`src/rtl/smr_pkg.sv`:
```
// Package: shared types for the ramped soft-mute attenuator.
// Assumes: nothing beyond IEEE 1800-2017.
package smr_pkg;

    // Direction in which the shared gain level moves on a sample strobe.
    typedef enum logic {
        RAMP_UP   = 1'b0,
        RAMP_DOWN = 1'b1
    } ramp_dir_e;

    // Number of stereo channels that share one gain level.
    localparam int SMR_NUM_CH = 2;

endpackage

```
`src/rtl/smr_gain_ctrl.sv`:
```
// Module: smr_gain_ctrl
// Holds the shared gain level, from 0 up to 2**RAMP_LOG2 (unity). On each
// step strobe the level moves by one towards zero while mute is high, and
// towards unity while mute is low. It stops at both ends. Power-down clears
// the level. Reset sets it to unity.
// Assumes: step_en is a one-cycle strobe per sample period.
module smr_gain_ctrl
    import smr_pkg::*;
#(
    parameter int RAMP_LOG2 = 10,
    localparam int GW = RAMP_LOG2 + 1
) (
    input  logic          clk,
    input  logic          rst_n,
    input  logic          pwr_dn,
    input  logic          mute,
    input  logic          step_en,
    output logic [GW-1:0] gain,
    output logic          at_floor
);

    localparam logic [GW-1:0] FULL = {1'b1, {RAMP_LOG2{1'b0}}};
    localparam logic [GW-1:0] ONE  = GW'(1);

    ramp_dir_e dir;
    logic      at_top;

    // Decode the ramp direction and the end-stop conditions.
    always_comb begin
        dir      = mute ? RAMP_DOWN : RAMP_UP;
        at_top   = (gain == FULL);
        at_floor = (gain == '0);
    end

    // Level register: reset to unity, cleared by power-down, stepped on strobe.
    always_ff @(posedge clk) begin
        if (!rst_n) begin
            gain <= FULL;
        end else if (pwr_dn) begin
            gain <= '0;
        end else if (step_en) begin
            if (dir == RAMP_DOWN && !at_floor) begin
                gain <= gain - ONE;
            end else if (dir == RAMP_UP && !at_top) begin
                gain <= gain + ONE;
            end
        end
    end

    AST_GAIN_RANGE: assert property (@(posedge clk) disable iff (!rst_n)
        gain <= FULL);

    AST_DOWN_STEP: assert property (@(posedge clk) disable iff (!rst_n)
        ($past(rst_n) && $past(step_en) && $past(mute) && !$past(pwr_dn) && $past(gain) != '0)
        |-> (gain == $past(gain) - ONE));

    AST_UP_STEP: assert property (@(posedge clk) disable iff (!rst_n)
        ($past(rst_n) && $past(step_en) && !$past(mute) && !$past(pwr_dn) && $past(gain) != FULL)
        |-> (gain == $past(gain) + ONE));

    AST_HOLD_NO_STROBE: assert property (@(posedge clk) disable iff (!rst_n)
        ($past(rst_n) && !$past(step_en) && !$past(pwr_dn)) |-> $stable(gain));

endmodule

```
`src/rtl/smr_scale.sv`:
```
// Module: smr_scale
// One channel of the datapath. It multiplies a signed sample by the gain
// level, divides by 2**RAMP_LOG2 with the quotient rounded toward zero, and
// registers the result on each load strobe. Power-down zeroes the register.
// Assumes: gain never exceeds 2**RAMP_LOG2, so the result fits DATA_W bits.
module smr_scale #(
    parameter int DATA_W    = 24,
    parameter int RAMP_LOG2 = 10,
    localparam int GW = RAMP_LOG2 + 1
) (
    input  logic              clk,
    input  logic              rst_n,
    input  logic              pwr_dn,
    input  logic              load,
    input  logic [DATA_W-1:0] din,
    input  logic [GW-1:0]     gain,
    output logic [DATA_W-1:0] dout
);

    localparam int PW = DATA_W + GW + 1;
    localparam int HW = PW - RAMP_LOG2 - DATA_W + 1;

    logic signed [PW-1:0] din_x;
    logic signed [PW-1:0] gain_x;
    logic signed [PW-1:0] prod;
    logic [DATA_W-1:0]    q_floor;
    logic [DATA_W-1:0]    scaled;
    logic [HW-1:0]        hi_bits;
    logic                 neg;
    logic                 rem_nz;

    // Signed product, then a floor shift corrected to round toward zero.
    always_comb begin
        din_x   = {{(GW + 1){din[DATA_W-1]}}, din};
        gain_x  = {{(DATA_W + 1){1'b0}}, gain};
        prod    = din_x * gain_x;
        neg     = prod[PW-1];
        rem_nz  = |prod[RAMP_LOG2-1:0];
        q_floor = prod[RAMP_LOG2 +: DATA_W];
        hi_bits = prod[PW-1 -: HW];
        scaled  = q_floor + {{(DATA_W - 1){1'b0}}, (neg & rem_nz)};
    end

    // Output register: zero on reset and power-down, loaded on strobe.
    always_ff @(posedge clk) begin
        if (!rst_n) begin
            dout <= '0;
        end else if (pwr_dn) begin
            dout <= '0;
        end else if (load) begin
            dout <= scaled;
        end
    end

    AST_NO_OVERFLOW: assert property (@(posedge clk) disable iff (!rst_n)
        load |-> ((&hi_bits) || (~|hi_bits)));

endmodule

```
`src/rtl/soft_mute_ramp.sv`:
```
// Module: soft_mute_ramp (top)
// Stereo ramped soft-mute attenuator. One shared gain level scales both
// channels. The level ramps down while mute is high and up while it is low,
// one step per sample strobe. Scaled samples appear one cycle after their
// strobe. Power-down forces silence and clears the level.
// Assumes: in_vld pulses once per word-clock period; samples are two's complement.
module soft_mute_ramp
    import smr_pkg::*;
#(
    parameter int DATA_W    = 24,
    parameter int RAMP_LOG2 = 10
) (
    input  logic              clk,
    input  logic              rst_n,
    input  logic              pwr_dn,
    input  logic              mute,
    input  logic              in_vld,
    input  logic [DATA_W-1:0] in_l,
    input  logic [DATA_W-1:0] in_r,
    output logic              out_vld,
    output logic [DATA_W-1:0] out_l,
    output logic [DATA_W-1:0] out_r,
    output logic              muted
);

    localparam int GW = RAMP_LOG2 + 1;

    logic [GW-1:0]     gain_q;
    logic              floor_q;
    logic [DATA_W-1:0] ch_in  [SMR_NUM_CH];
    logic [DATA_W-1:0] ch_out [SMR_NUM_CH];

    smr_gain_ctrl #(
        .RAMP_LOG2 (RAMP_LOG2)
    ) u_gain (
        .clk      (clk),
        .rst_n    (rst_n),
        .pwr_dn   (pwr_dn),
        .mute     (mute),
        .step_en  (in_vld),
        .gain     (gain_q),
        .at_floor (floor_q)
    );

    // Gather the channel inputs into an array for the generated datapaths.
    always_comb begin
        ch_in[0] = in_l;
        ch_in[1] = in_r;
    end

    for (genvar ch = 0; ch < SMR_NUM_CH; ch++) begin : g_ch
        smr_scale #(
            .DATA_W    (DATA_W),
            .RAMP_LOG2 (RAMP_LOG2)
        ) u_scale (
            .clk    (clk),
            .rst_n  (rst_n),
            .pwr_dn (pwr_dn),
            .load   (in_vld),
            .din    (ch_in[ch]),
            .gain   (gain_q),
            .dout   (ch_out[ch])
        );
    end

    // Drive the outputs from the channel array and the floor/mute state.
    always_comb begin
        out_l = ch_out[0];
        out_r = ch_out[1];
        muted = mute & floor_q;
    end

    // Output strobe register, one cycle behind the input strobe.
    always_ff @(posedge clk) begin
        if (!rst_n) begin
            out_vld <= 1'b0;
        end else begin
            out_vld <= in_vld;
        end
    end

    AST_PDN_SILENT: assert property (@(posedge clk) disable iff (!rst_n)
        ($past(rst_n) && $past(pwr_dn)) |-> (out_l == '0 && out_r == '0));

    AST_FLOOR_SILENT: assert property (@(posedge clk) disable iff (!rst_n)
        ($past(rst_n) && $past(in_vld) && $past(gain_q) == '0)
        |-> (out_l == '0 && out_r == '0));

    AST_SHARED_GAIN: assert property (@(posedge clk) disable iff (!rst_n)
        ($past(rst_n) && $past(in_vld) && $past(in_l) == $past(in_r))
        |-> (out_l == out_r));

    AST_OUT_HOLD: assert property (@(posedge clk) disable iff (!rst_n)
        ($past(rst_n) && !$past(in_vld) && !$past(pwr_dn))
        |-> ($stable(out_l) && $stable(out_r)));

endmodule

```
`config.mk`:
```
export PLATFORM = sky130hd
export DESIGN_NAME = soft_mute_ramp
export DESIGN_NICKNAME = d
export VERILOG_FILES = /design/src/rtl/smr_pkg.sv /design/src/rtl/smr_gain_ctrl.sv /design/src/rtl/smr_scale.sv /design/src/rtl/soft_mute_ramp.sv
export SDC_FILE = /design/constraint.sdc
export NUM_CORES = 1
export LEC_CHECK = 0
export BUFFER_PORTS_ARGS = -buffer_cell sky130_fd_sc_hd__buf_2
export CORE_MARGIN = 1
export CORE_UTILIZATION = 32
export DETAILED_ROUTE_END_ITERATION = 12
export PLACE_DENSITY_LB_ADDON = 0.05
export SLEW_MARGIN = 10
export SYNTH_ARGS = -nofsm -noshare
export SYNTH_HDL_FRONTEND = slang
export SYNTH_SLANG_ARGS = --single-unit
```
`constraint.sdc`:
```
create_clock -name clk -period 11.12 [get_ports clk]
set_input_delay 2.224 -clock clk [delete_from_list [all_inputs] [get_ports clk]]
set_output_delay 2.224 -clock clk [all_outputs]
set_load 0.005 [all_outputs]
```
==> results.rst <==
.. list-table::
   :header-rows: 1

   * - Metric
     - Value
   * - Status
     - finished, final reports clean
   * - Flip-flop and latch count after synthesis
     - 60
   * - Yosys top cell by area
     - fa_1
   * - Worst-case register-to-register setup slack
     - 2.28 ns
   * - Hold buffers post-CTS
     - 0
   * - Fraction of registers with async set or reset after synthesis
     - 0%
   * - Final worst path period need
     - 9.64 ns
   * - Number of buffers inserted by port buffering
     - ~100
   * - Worst Path Arrival
     - 9.88 ns
   * - Count of buffers added by post-CTS timing repair for setup
     - 0
   * - Worst-margin pin slew
     - ~1.1 ns
   * - DR iter-0 viols
     - 732
   * - Gp weighted congestion
     - 0.822
   * - Number of placement rows
     - 98
   * - Library cell with the highest instance count after synthesis
     - inv_1
   * - Synth unique cells
     - 84
   * - Synth warn
     - 0
   * - Y dimension of the die
     - 272 um
   * - Htree depth
     - 3
   * - EDFF count, synth
     - 0
   * - Worst Setup EP
     - g_ch[0].u_scale.dout[18]
   * - Top area cells in the synthesized netlist
     - fa_1 (40%), inv_1 (10%), ha_1 (9.1%)
   * - Library cell used as clock root buffer
     - clkbuf_16
   * - Max Slew Vio Count
     - 0
   * - Slowest library cell on the worst path
     - fa_1
   * - Die width
     - 272 um
   * - Number of vias in the routed layout
     - 18400
   * - Fraction of synthesized cell area taken by the top area cell type
     - 40.0%
   * - Antenna violations before repair
     - 4
   * - Maximum fanout count along the critical path
     - 11
   * - Ratio of routed vias to standard cells
     - 4.88
   * - Final clock period utilization by the worst path
     - 86.7%
   * - Setup crit start kind
     - primary input
   * - Commonest cells post-synth
     - inv_1 (635), nand2_1 (470), fa_1 (467)
   * - Overflow left after global routing
     - 0
   * - Endpoint of the most critical register-to-register path
     - g_ch[0].u_scale.dout[18]
   * - Total standard cell area after synthesis
     - 0.0234 sq mm
   * - DRT antenna net count
     - 0
   * - Final setup violation count
     - 0
   * - Total length of routed wires
     - 69.9 mm
   * - Path class of the lowest-slack min-delay path
     - register to register
   * - Placed insts
     - approximately 3800
   * - Hold Fails Final Rpt
     - 0
   * - DP HPWL
     - between 50 and 60 mm
   * - Post-Route Setup TNS
     - 0 ns
   * - Effective utilization at floorplan
     - 32.5%
   * - Number of violations of the max-capacitance limit
     - 0
   * - Detailed-route wire length per cell
     - 18.5 um
   * - Resized cells post-CTS
     - 0
   * - Die Footprint
     - around 0.074 sq mm
   * - Clock tree from TritonCTS
     - built
   * - Placeable core region
     - 0.0719 sq mm
   * - Worst path required time
     - 11.36 ns
   * - Clock tree skew after final layout
     - around 0.014 ns
   * - FF-to-FF path depth
     - 29
   * - First-pass DRT Iterations
     - 5
   * - Kind of end point of the critical path
     - register
   * - Power density over cell area
     - 111 mW/mm^2
   * - Final net count
     - 3511
   * - Number of sinks handled by clock tree synthesis
     - 60
   * - Nets in the synthesized netlist
     - between 3000 and 4000
   * - I/O pin count
     - 103
   * - Cells after Synth
     - 2852
   * - Worst-case clock buffer depth
     - 2
   * - Clock latency on the worst-skew pair
     - 0.35 ns
   * - Critical setup path kind
     - primary input to register
   * - Worst VDD drop
     - between 0.00006 and 0.00007 V
   * - Synthesis-to-layout area growth
     - 6.45%
   * - Max-slew headroom at the worst pin
     - 25.8%
   * - Sequential cell area fraction in the yosys report
     - 5.14%
   * - Timing-limited maximum frequency
     - 104 MHz
   * - Residual DRC
     - 0
   * - RSZ-0062 raised after global routing
     - false
   * - Vias in the first global route
     - 20600
   * - Wire length of the first global-routing pass
     - 114 mm
   * - Largest net degree at the start of global routing
     - around 90
   * - Dominant synthesized flop cell
     - dfxtp_1
   * - Most common cell on crit path
     - fa_1
   * - HP Start
     - g_ch[1].u_scale.dout[15]
   * - Post-route insts no fill
     - 3777
   * - Delay of the slowest critical-path stage
     - 0.57 ns
   * - Gr usage total
     - about 20%
   * - Share of cells above drive strength 1
     - 6.08%
   * - Launch point of the worst path
     - in_l[8]
   * - Per-instance average area after synthesis
     - 8.19 sq um
   * - Post-CTS clock slew at the launch and capture registers of the worst setup and hold paths
     - approximately 0.060 ns
   * - Cell leakage power
     - 12.4 nW
   * - Launch instance of the worst register-to-register path
     - u_gain.gain[3]
   * - Number of buffers created by CTS
     - 9
   * - # diodes
     - 0
-- critical path: cells and delay by family --
family	cells	cell delay [ns]
AO/OA/AOI/OAI	7	2.12
AND/OR/NAND/NOR	8	1.40
buffers and inverters	4	0.40
XOR/XNOR	2	0.34
adder cells (fa/ha/maj)	8	3.40
-- worst min-delay path by stage --
| stage | endpoint | slack [ns] | cells after the start |
|---|---|---|---|
| 6_report | g_ch[1].u_scale.dout[15] | 0.47 | 2 |
| 2_1_floorplan | g_ch[1].u_scale.dout[15] | 0.46 | 2 |
| 3_3_place_gp | g_ch[1].u_scale.dout[15] | 0.47 | 2 |
| 4_1_cts | g_ch[1].u_scale.dout[15] | 0.48 | 2 |
| 5_1_grt | g_ch[1].u_scale.dout[15] | 0.51 | 2 |
| 3_5_place_dp | g_ch[1].u_scale.dout[15] | 0.47 | 2 |
-- cell usage in the layout (no fill, tap or decap), types with 15 or more instances in the layout --
| cell type | instances |
|---|---|
| nand2_1 | 470 |
| o21a_1 | 15 |
| dfxtp_1 | 50 |
| a21oi_1 | 85 |
| a211oi_1 | 40 |
| xor2_1 | 33 |
| and2_1 | 163 |
| inv_1 | 635 |
| o21ai_0 | 54 |
| buf_2 | 102 |
| o211ai_1 | 15 |
| mux2i_1 | 16 |
| ha_1 | 169 |
| fa_1 | 467 |
| xnor2_1 | 60 |
| a21o_1 | 27 |
| nand4_1 | 26 |
| nand3_1 | 31 |
| nor3_1 | 30 |
| nor2_1 | 99 |
-- cell families (layout without fill, tap and decap cells) --
| family | Yosys count | in the layout | synth area share, % |
|---|---|---|---|
| compound gates | 334 | 334 | 9.83 |
| xor+xnor | 94 | 94 | 3.56 |
| fa+ha+maj | 636 | 636 | 49.1 |
| buf+inv | 792 | 767 | 12.8 |
| flops | 60 | 60 | 5.14 |
| mux | 18 | 18 | 0.782 |
| simple gates | 918 | 918 | 18.8 |
-- through the flow --
step | hold WS (ns) | utilization (%) | power (mW) | instance area, sq um | worst slack (ns)
2_1_floorplan | 0.457 | - | 1.88 | 23400 | 2.43
3_3_place_gp | 0.468 | 34.2 | 2.52 | 24600 | 1.17
3_5_place_dp | 0.470 | 34.2 | 2.53 | 24600 | 1.14
4_1_cts | 0.479 | 34.6 | 2.83 | 24900 | 1.46
5_1_grt | 0.508 | 34.6 | 3.09 | 24900 | 0.879
6_report | 0.474 | 34.6 | 2.77 | 24900 | 1.48
-- registers in the layout (all words and copies together), names as in the netlist --
signal / flops
g_ch.u_scale.dout: 48
out_vld: 1
u_gain.gain: 11
-- cell type report --
type                            instances  area [sq um]
Fill cell                            7682         47000
Sequential cell                        60          1210
Clock buffer                            9           225
Timing Repair Buffer                  116           616
Multi-Input combinational cell       2000         19200
Clock inverter                          7          75.1
Tap cell                              950          1190
Inverter                              635          2380
-- layer usage --
| layer | up-vias | wire length [um] | GRT usage [%] |
|---|---|---|---|
| met2 | 274 | 36800 | 37.5 |
| li1 | 8680 | - | - |
| met1 | 9390 | 29200 | 23.2 |
| met5 | - | 37 | 0 |
| met3 | 82 | 1810 | 1.68 |
| met4 | 6 | 2070 | 5.74 |
-- report_power, final --
part           internal [mW]  switching, mW  total, mW
Combinational          0.809           1.39       2.20
Clock                  0.175          0.117      0.291
Sequential             0.238         0.0396      0.278
Note: power is estimated with default switching activity, not from simulation.
